**src/rtl/qdec_pkg.sv**
```systemverilog
package qdec_pkg;

    typedef enum logic [1:0] {
        STEP_NONE = 2'd0,
        STEP_UP   = 2'd1,
        STEP_DOWN = 2'd2,
        STEP_BAD  = 2'd3
    } step_t;

    typedef enum logic {
        BL_LOW  = 1'b0,
        BL_HIGH = 1'b1
    } bl_state_t;

    // Map the {A,B} pair to its place in the forward cycle 00,10,11,01.
    function automatic logic [1:0] quad_index(input logic [1:0] ab);
        quad_index = {ab[0], ab[1] ^ ab[0]};
    endfunction

endpackage

```
**src/rtl/qdec_sync.sv**
```systemverilog
module qdec_sync #(
    parameter int WIDTH  = 2,
    parameter int STAGES = 2
) (
    input  logic             clk,
    input  logic             arst,
    input  logic [WIDTH-1:0] din,
    output logic [WIDTH-1:0] dout
);

    logic [WIDTH-1:0] chain [STAGES];

    generate
        for (genvar g = 0; g < STAGES; g++) begin : g_stage
            if (g == 0) begin : g_first
                always_ff @(posedge clk or posedge arst) begin
                    if (arst) chain[g] <= '0;
                    else      chain[g] <= din;
                end
            end else begin : g_next
                always_ff @(posedge clk or posedge arst) begin
                    if (arst) chain[g] <= '0;
                    else      chain[g] <= chain[g-1];
                end
            end
        end
    endgenerate

    assign dout = chain[STAGES-1];

endmodule

```
**src/rtl/qdec_step_decode.sv**
```systemverilog
module qdec_step_decode
    import qdec_pkg::*;
(
    input  logic        clk,
    input  logic        arst,
    input  logic [1:0]  cur_ab,
    output logic [1:0]  prev_ab,
    output step_t       step
);

    logic [1:0] prev_q;
    logic [1:0] delta;

    // History is kept across synchronous reset on purpose.
    always_ff @(posedge clk or posedge arst) begin
        if (arst) prev_q <= 2'b00;
        else      prev_q <= cur_ab;
    end

    always_comb begin
        delta = quad_index(cur_ab) - quad_index(prev_q);
        unique case (delta)
            2'd0: step = STEP_NONE;
            2'd1: step = STEP_UP;
            2'd2: step = STEP_BAD;
            2'd3: step = STEP_DOWN;
            default: step = STEP_NONE;
        endcase
    end

    assign prev_ab = prev_q;

endmodule

```
**src/rtl/qdec_backlash.sv**
```systemverilog
module qdec_backlash
    import qdec_pkg::*;
(
    input  logic  clk,
    input  logic  arst,
    input  logic  srst,
    input  logic  hyst_en,
    input  step_t step,
    output logic  hold_high
);

    bl_state_t state_q;
    bl_state_t state_d;

    always_ff @(posedge clk or posedge arst) begin
        if (arst) state_q <= BL_LOW;
        else      state_q <= state_d;
    end

    always_comb begin
        state_d = state_q;
        if (srst || !hyst_en) begin
            state_d = BL_LOW;
        end else begin
            unique case (state_q)
                BL_LOW:  if (step == STEP_DOWN) state_d = BL_HIGH;
                BL_HIGH: if (step == STEP_UP)   state_d = BL_LOW;
                default: state_d = BL_LOW;
            endcase
        end
    end

    always_comb begin
        unique case (state_q)
            BL_HIGH: hold_high = 1'b1;
            default: hold_high = 1'b0;
        endcase
    end

endmodule

```
**src/rtl/qdec_tracker.sv**
```systemverilog
module qdec_tracker
    import qdec_pkg::*;
#(
    parameter int CNT_W       = 16,
    parameter int SYNC_STAGES = 2
) (
    input  logic             clk,
    input  logic             arst,
    input  logic             srst,
    input  logic             hyst_en,
    input  logic             flag_clr,
    input  logic             phase_a,
    input  logic             phase_b,
    output logic [CNT_W-1:0] position,
    output logic             illegal_flag,
    output logic             step_valid,
    output logic             step_dir
);

    localparam logic [CNT_W-1:0] ONE = CNT_W'(1);

    logic [1:0]       smp_ab;
    logic [1:0]       prev_ab;
    step_t            step;
    logic             hold_high;
    logic [CNT_W-1:0] raw_q;
    logic             flag_q;
    logic             sv_q;
    logic             sd_q;

    qdec_sync #(.WIDTH(2), .STAGES(SYNC_STAGES)) u_sync (
        .clk  (clk),
        .arst (arst),
        .din  ({phase_a, phase_b}),
        .dout (smp_ab)
    );

    qdec_step_decode u_dec (
        .clk     (clk),
        .arst    (arst),
        .cur_ab  (smp_ab),
        .prev_ab (prev_ab),
        .step    (step)
    );

    qdec_backlash u_bl (
        .clk       (clk),
        .arst      (arst),
        .srst      (srst),
        .hyst_en   (hyst_en),
        .step      (step),
        .hold_high (hold_high)
    );

    always_ff @(posedge clk or posedge arst) begin
        if (arst) begin
            raw_q  <= '0;
            flag_q <= 1'b0;
            sv_q   <= 1'b0;
            sd_q   <= 1'b0;
        end else if (srst) begin
            raw_q  <= '0;
            flag_q <= 1'b0;
            sv_q   <= 1'b0;
            sd_q   <= 1'b0;
        end else begin
            sv_q <= 1'b0;
            unique case (step)
                STEP_UP: begin
                    raw_q <= raw_q + ONE;
                    sv_q  <= 1'b1;
                    sd_q  <= 1'b1;
                end
                STEP_DOWN: begin
                    raw_q <= raw_q - ONE;
                    sv_q  <= 1'b1;
                    sd_q  <= 1'b0;
                end
                default: ;
            endcase
            if (step == STEP_BAD) flag_q <= 1'b1;
            else if (flag_clr)    flag_q <= 1'b0;
        end
    end

    assign position     = raw_q + {{(CNT_W-1){1'b0}}, hold_high};
    assign illegal_flag = flag_q;
    assign step_valid   = sv_q;
    assign step_dir     = sd_q;

endmodule

```
**config.mk**
```make
export PLATFORM = sky130hd
export DESIGN_NAME = qdec_tracker
export DESIGN_NICKNAME = d
export VERILOG_FILES = /design/src/rtl/qdec_pkg.sv /design/src/rtl/qdec_sync.sv /design/src/rtl/qdec_step_decode.sv /design/src/rtl/qdec_backlash.sv /design/src/rtl/qdec_tracker.sv
export SDC_FILE = /design/constraint.sdc
export NUM_CORES = 1
export LEC_CHECK = 0
export CAP_MARGIN = 5
export CORE_UTILIZATION = 50
export CTS_CLUSTER_DIAMETER = 100
export DETAILED_ROUTE_END_ITERATION = 10
export DONT_BUFFER_PORTS = 1
export MAX_ROUTING_LAYER = met4
export PLACE_DENSITY = 0.68
export SYNTH_ARGS = -nofsm -noshare
export SYNTH_HDL_FRONTEND = slang
export SYNTH_HIERARCHICAL = 1
export SYNTH_SLANG_ARGS = --single-unit
```
**constraint.sdc**
```tcl
create_clock -name clk -period 3.9 [get_ports clk]
set_input_delay 0.78 -clock clk [delete_from_list [all_inputs] [get_ports clk]]
set_output_delay 0.78 -clock clk [all_outputs]
set_load 0.1 [all_outputs]
```
# After elaboration in Yosys (flattened, before gate mapping)
# Index checks and enable logic that the tools add are counted.
word_totals:
  register_bits: 26
  latchBits: 0
  ramBits: 0
  rom_bits: 0
  input_bits: 7
  output_inout_bits: 19
  mem_count: 0
classes:
  add_sub_neg: 4
  n_mul: 0
  n_div: 0
  n_lt_le_gt_ge: 0
  eq_ne: 6
  shifts: 0
  mux: 15
  bitwise: 3
  reduce_logical: 6
ops:
  columns: ["operator", "n"]
  rows:
  - ["$pmux W16 S2", 1]
  - ["$add A16 B1 Y16", 1]
  - ["$add A16 B1 Y16 const B", 1]
  - ["$mux W16", 1]
  - ["$sub A16 B1 Y16 const B", 1]
  - ["$mux W1", 10]
  - ["$eq A2 B2 Y1 const B", 4]
  - ["$pmux W2 S4", 1]
  - ["$reduce_bool A3 Y1", 2]
  - ["$eq A2 B1 Y1 const B", 2]
  - ["$pmux W1 S2", 2]
  - ["$logic_not A2 Y1", 1]
  - ["$reduce_or A2 Y1", 1]
  - ["$sub A2 B2 Y2", 1]
  - ["$xor A1 B1 Y1", 2]
  - ["$logic_not A1 Y1", 1]
  - ["$logic_or A1 B1 Y1", 1]
  - ["$not A1 Y1", 1]

# Depth between registers and ports, before layout
# Gate-level depths: netlist of run 1.
depth:
  depth_word: 8
  ltp_mapped: 19

# Cells and area by module
# The synthesis of run 1 kept the hierarchy.
modules_own_cells:
  columns: ["mod", "instances", "cells_per_inst", "area_per_inst_um2", "seq_area_each_um2"]
  rows:
  - ["qdec_tracker", 1, 274, 2143.3, 475.5]
  - ["qdec_step_decode", 1, 11, 142.6, 50.0]
  - ["qdec_sync", 1, 7, 118.9, 100.1]
  - ["qdec_backlash", 1, 5, 52.6, 25.0]

# Least setup slack after synthesis of run 1
# Ideal clock, no wire load.
synth_path:
  kind: "reg-to-reg"
  from: "register u_sync.chain, in the netlist u_sync/dout[1]"
  to: "register raw_q[6]"
  setup_time_ns: 0.128
  arrival_time_ns: 4.106
  required_time_ns: 3.772
  setup_slack_ns: -0.334
  stages_incl_launch_ff: 20
  n_path_buf: 5
  period_less_slack_ns: 4.234
  path_cell_list: "dfrtp_1 > buf_4 > xnor2_1 > ha_1 > xor3_1 > ha_1 > or2_2 > ha_1 > buf_2 > buf_6 > buf_2 > buf_2 > xor2_1 > ha_1 > or3_1 > a21oi_4 > o31ai_1 > a211o_1 > a21oi_1 > mux2_1"
synth_between:
  elab_chain_cells: 7
  elab_cells_between_ends: 12
  cone_classes: "1 x add/sub; 5 x eq/ne; 3 x mux; 1 x bitwise; 2 x reduce/logical"
synth_lines:
  columns: ["item", "line", "rtl"]
  rows:
  - ["start: declaration", "qdec_sync.sv:11", "logic [WIDTH-1:0] chain [STAGES];"]
  - ["start signal: indexed assignment", "qdec_sync.sv:23", "else chain[g] <= chain[g-1];"]
  - ["$xor A1 B1 Y1 (*)", "qdec_pkg.sv:17", "quad_index = {ab[0], ab[1] ^ ab[0]};"]
  - ["$sub A2 B2 Y2 (*)", "qdec_step_decode.sv:21", "delta = quad_index(cur_ab) - quad_index(prev_q);"]
  - ["$eq A2 B2 Y1 (tied with other cells)", "qdec_step_decode.sv:22", "unique case (delta)"]
  - ["$pmux W2 S4 (*)", "qdec_step_decode.sv:22", null]
  - ["net step[1]", "qdec_tracker.sv:24", "step_t step;"]
  - ["$eq A2 B2 Y1 or $eq A2 B1 Y1 (tied branches)", "qdec_tracker.sv:68", "unique case (step)"]
  - ["$pmux W16 S2", "qdec_tracker.sv:68", null]
  - ["$mux W16", "qdec_tracker.sv:61", "end else if (srst) begin"]
  - ["end signal: assignment", "qdec_tracker.sv:70", "raw_q <= raw_q + ONE;"]
  - ["end signal: assignment", "qdec_tracker.sv:75", "raw_q <= raw_q - ONE;"]
  - ["end: declaration", "qdec_tracker.sv:26", "logic [CNT_W-1:0] raw_q;"]
# Mark *: on every way through the listed nets, which the timed path passes. The rest lies on a longest branch.
# A chain may end at the register's enable or synchronous reset.

# Worst setup path after layout of run 1
layout_path:
  from: "register u_dec.prev_q[0], in the netlist u_dec/prev_ab[0]"
  to: "register raw_q[6]"
layout_between:
  elab_chain_cells: 7
  elab_cells_between_ends: 12
  cone_classes: "1 x add/sub; 5 x eq/ne; 3 x mux; 1 x bitwise; 2 x reduce/logical"
layout_lines:
  columns: ["item", "line", "rtl"]
  rows:
  - ["start: declaration", "qdec_step_decode.sv:11", "logic [1:0] prev_q;"]
  - ["start signal: assignment", "qdec_step_decode.sv:17", "else prev_q <= cur_ab;"]
  - ["$xor A1 B1 Y1", "qdec_pkg.sv:17", null]
  - ["$sub A2 B2 Y2 (*)", "qdec_step_decode.sv:21", null]
  - ["$eq A2 B2 Y1 (tied with other cells)", "qdec_step_decode.sv:22", null]
  - ["$pmux W2 S4 (*)", "qdec_step_decode.sv:22", null]
  - ["net step[1]", "qdec_tracker.sv:24", null]
  - ["$eq A2 B2 Y1 or $eq A2 B1 Y1 (tied branches)", "qdec_tracker.sv:68", null]
  - ["$pmux W16 S2", "qdec_tracker.sv:68", null]
  - ["$mux W16", "qdec_tracker.sv:61", null]
# Marked as above.

==> impl_metrics.env, run 1 <==
export IMPL_synth_edf_count=0
export IMPL_grt_util_all_layers_pct=25.40
export IMPL_start_kind="flip-flop"
export IMPL_grt_overflow_total=0
export IMPL_worstPathCellList="xor2_1 -> ha_2 -> xor3_1 -> ha_2 -> or2_4 -> ha_4 -> xor2_1 -> ha_2 -> or3_4 -> a21oi_4 -> o31ai_1 -> a211o_1 -> a21oi_1 -> mux2_1"
export IMPL_netlist_top_cells_area="dfrtp_1 26%, ha_1 6.1%, xnor2_1 5.3%"
export IMPL_n_antenna_cell=0
export IMPL_cts_setup_buffers=0
export IMPL_post_route_min_period_ps=3634
export IMPL_slowest_delay_ps=410
export IMPL_grt_setup_unrepaired="no"
export IMPL_grt_pass1_vias=1993
export IMPL_die_h_um=72.11
export IMPL_grt_max_degree=27
export IMPL_worst_setup_path_type="reg2reg"
export IMPL_drive_gt1_share_pct=19.46
export IMPL_post_cts_resized=0
export IMPL_cts_tree="yes"
export IMPL_pin_count=26
export IMPL_initial_core_util_pct=52.03
export IMPL_cts_sinks=26
export IMPL_slew_viol_final=0
export IMPL_cts_clk_slew_worst_paths_ps=110
export IMPL_yosysMostFrequentCell="dfrtp_1"
export IMPL_finClkSkew_ps=11.91
export IMPL_place_congestion=0.9203
export IMPL_area_growth_pct=13.70
export IMPL_synth_top_area_share_pct=26.48
export IMPL_die_area_um2=5199
export IMPL_final_hold_viol_count=0
export IMPL_via_per_inst=5.926
export IMPL_worstPathRequired_ps=4090
export IMPL_r2r_start="u_dec/prev_ab[0]"
export IMPL_synth_seq_cells=26
export IMPL_synthCells=297
export IMPL_rows=25
export IMPL_clock_path_buffers=2
export IMPL_hold_path_class="in2async"
export IMPL_timing_fmax_mhz=275.2
export IMPL_synth_area_leader_cell="dfrtp_1"
export IMPL_yosysUniqueCellTypes=72
export IMPL_grt_pass1_wl_mm=9.929
export IMPL_tightest_slew_ps=896.3
export IMPL_port_buffers=0
export IMPL_ant_nets=0
export IMPL_synth_warning_count=6
export IMPL_drt_total_wl_mm=5.823
export IMPL_fin_crit_sh_pct=93.18
export IMPL_drt_wirelength_per_cell_um=15.95
export IMPL_cts_root_buffer="clkbuf_8"
export IMPL_crit_path_top_delay_cell="dfrtp_1"
export IMPL_dr_total_vias=2163
export IMPL_r2r_end="raw_q[6]"
export IMPL_cap_violations=0
export IMPL_setup_viol=0
export IMPL_status="completed"
export IMPL_core_um2=4723
export IMPL_synthFlopType="dfrtp_1"
export IMPL_initialDrtViolationCount=278
export IMPL_syn_nets=316
export IMPL_h_tree_depth=1
export IMPL_finalNetCount=318
export IMPL_fp_dieW_um=72.11
export IMPL_synth_commonest_cells="26 x dfrtp_1, 21 x nand2_1, 21 x nor2_1, 18 x inv_1, 15 x xnor2_1"
export IMPL_ys_async_sr_fraction_pct=100.0
export IMPL_post_route_cell_area_um2=2794
export IMPL_slew_headroom_pct=40.24
export IMPL_cts_buffers=3
export IMPL_rr_worst_depth=14
export IMPL_clkLatencyLatePin_ps=290
export IMPL_antenna_found_initial=0
export IMPL_regToRegSetupSlack_ps=270
export IMPL_worstPathArrival_ps=3820
export IMPL_detailedPlacementHpwl_mm=4.174
export IMPL_hold_buffers=0
export IMPL_cp_end_kind="flip-flop"
export IMPL_syn_area_um2=2457
export IMPL_crit_fanout=17
export IMPL_place_area_um2=2723
export IMPL_drc_errors=0
export IMPL_firstDrtPassIters=4
export IMPL_yosysSeqAreaShare_pct=26.48
export IMPL_avgSynthCellArea_um2=8.274
export IMPL_cpMostUsedCell="ha_2"
-- kinds of logic (layout without fill, tap and decap cells) --
logic type                 after synthesis  after routing  share of synthesized area [%]
muxes                                    6              6                          2.546
DFF                                     26             26                          26.48
xor gates and xnor gates                25             25                          9.522
buffers and inverters                   43             44                          7.637
AOI/OAI and AO/OA                       70             70                          21.90
adders and majority gates               13             13                          6.568
and+or+nand+nor                        114            114                          25.36
-- metrics by stage --
step	utilization, %	setup slack [ps]	TNS, ps	cells	hold slack (ps)
global route	59.15	41.47	0	365	180.6
floorplan	-	-61.43	-61.43	297	331.2
CTS	59.15	261.6	0	365	192.3
global placement	57.64	324.8	0	361	333.0
finish	59.15	266.2	0	365	205.4
detailed placement	57.64	279.4	0	361	340.3
-- layer usage --
| metal | global-route usage (%) | part of all wire (%) | vias to the layer above |
|---|---|---|---|
| met2 | 37.80 | 45 | 65 |
| met4 | 9.150 | 1.8 | 0 |
| met1 | 35.66 | 48 | 1020 |
| met3 | 3.056 | 5.6 | 9 |
| met5 | - | 0 | - |
| li1 | - | - | 1069 |
-- state kept, by name (all words and copies together), names as in the netlist --
signal and count:
illegal_flag 1, raw_q 16, step_dir 1, step_valid 1, u_bl/state_q 1, u_dec/prev_ab 2
u_sync/chain 2, u_sync/dout 2
-- layout make-up --
cell class | count | area (µm²)
Clock inverter | 1 | 30.03
Tap cell | 67 | 83.83
Sequential cell | 26 | 650.6
Clock buffer | 3 | 41.29
Multi-Input combinational cell | 228 | 1759
Timing Repair Buffer | 21 | 157.7
Fill cell | 436 | 1929
Inverter | 19 | 71.32
-- critical path: cells and delay by family, from the launching register on --
kind / cells / cell delay, ps
adder cells (fa/ha/maj): 4 / 800
AND/OR/NAND/NOR: 2 / 620
flip-flops: 1 / 410
XOR/XNOR: 3 / 580
multiplexers: 1 / 330
AO/OA/AOI/OAI: 4 / 800
-- worst max path at each step --
stage                           end  cells after the start        startpoint  slack, ps
after floorplan            raw_q[6]                     19    u_sync/dout[1]        -60
after global placement     raw_q[6]                     14  u_dec/prev_ab[0]        320
after detailed placement   raw_q[6]                     14  u_dec/prev_ab[0]        280
after CTS                  raw_q[6]                     14  u_dec/prev_ab[0]        260
after global routing      raw_q[13]                     13  u_dec/prev_ab[0]         40
final                      raw_q[6]                     14  u_dec/prev_ab[0]        270
-- layout by cell type, fill, tap and decap left out, types with 6 or more instances in the layout --
cell type  count
a21oi_1       13
buf_4         21
dfrtp_1       26
ha_1           8
inv_1         18
nand2_1       21
nand3_1        9
nand4_1        6
nor2_1        21
nor3_1        12
nor3b_1        6
o21ai_0        6
xnor2_2       11
Power of run 1 is not shown: default switching activity piles up to over one toggle a cycle in this logic, so the estimate is an artifact.
==> inputs of run 2 (changes only) <==
--- a/config.mk
+++ b/config.mk
@@ -5,7 +5,7 @@
 export SDC_FILE = /design/constraint.sdc
 export NUM_CORES = 1
 export LEC_CHECK = 0
-export CAP_MARGIN = 5
+export CAP_MARGIN = 20
 export CORE_UTILIZATION = 50
 export CTS_CLUSTER_DIAMETER = 100
 export DETAILED_ROUTE_END_ITERATION = 10
==> results of run 2 <==
Same layout as run 1: the final DEF is identical, and so are final timing and power.
Power of run 2 is left out for the same reason.
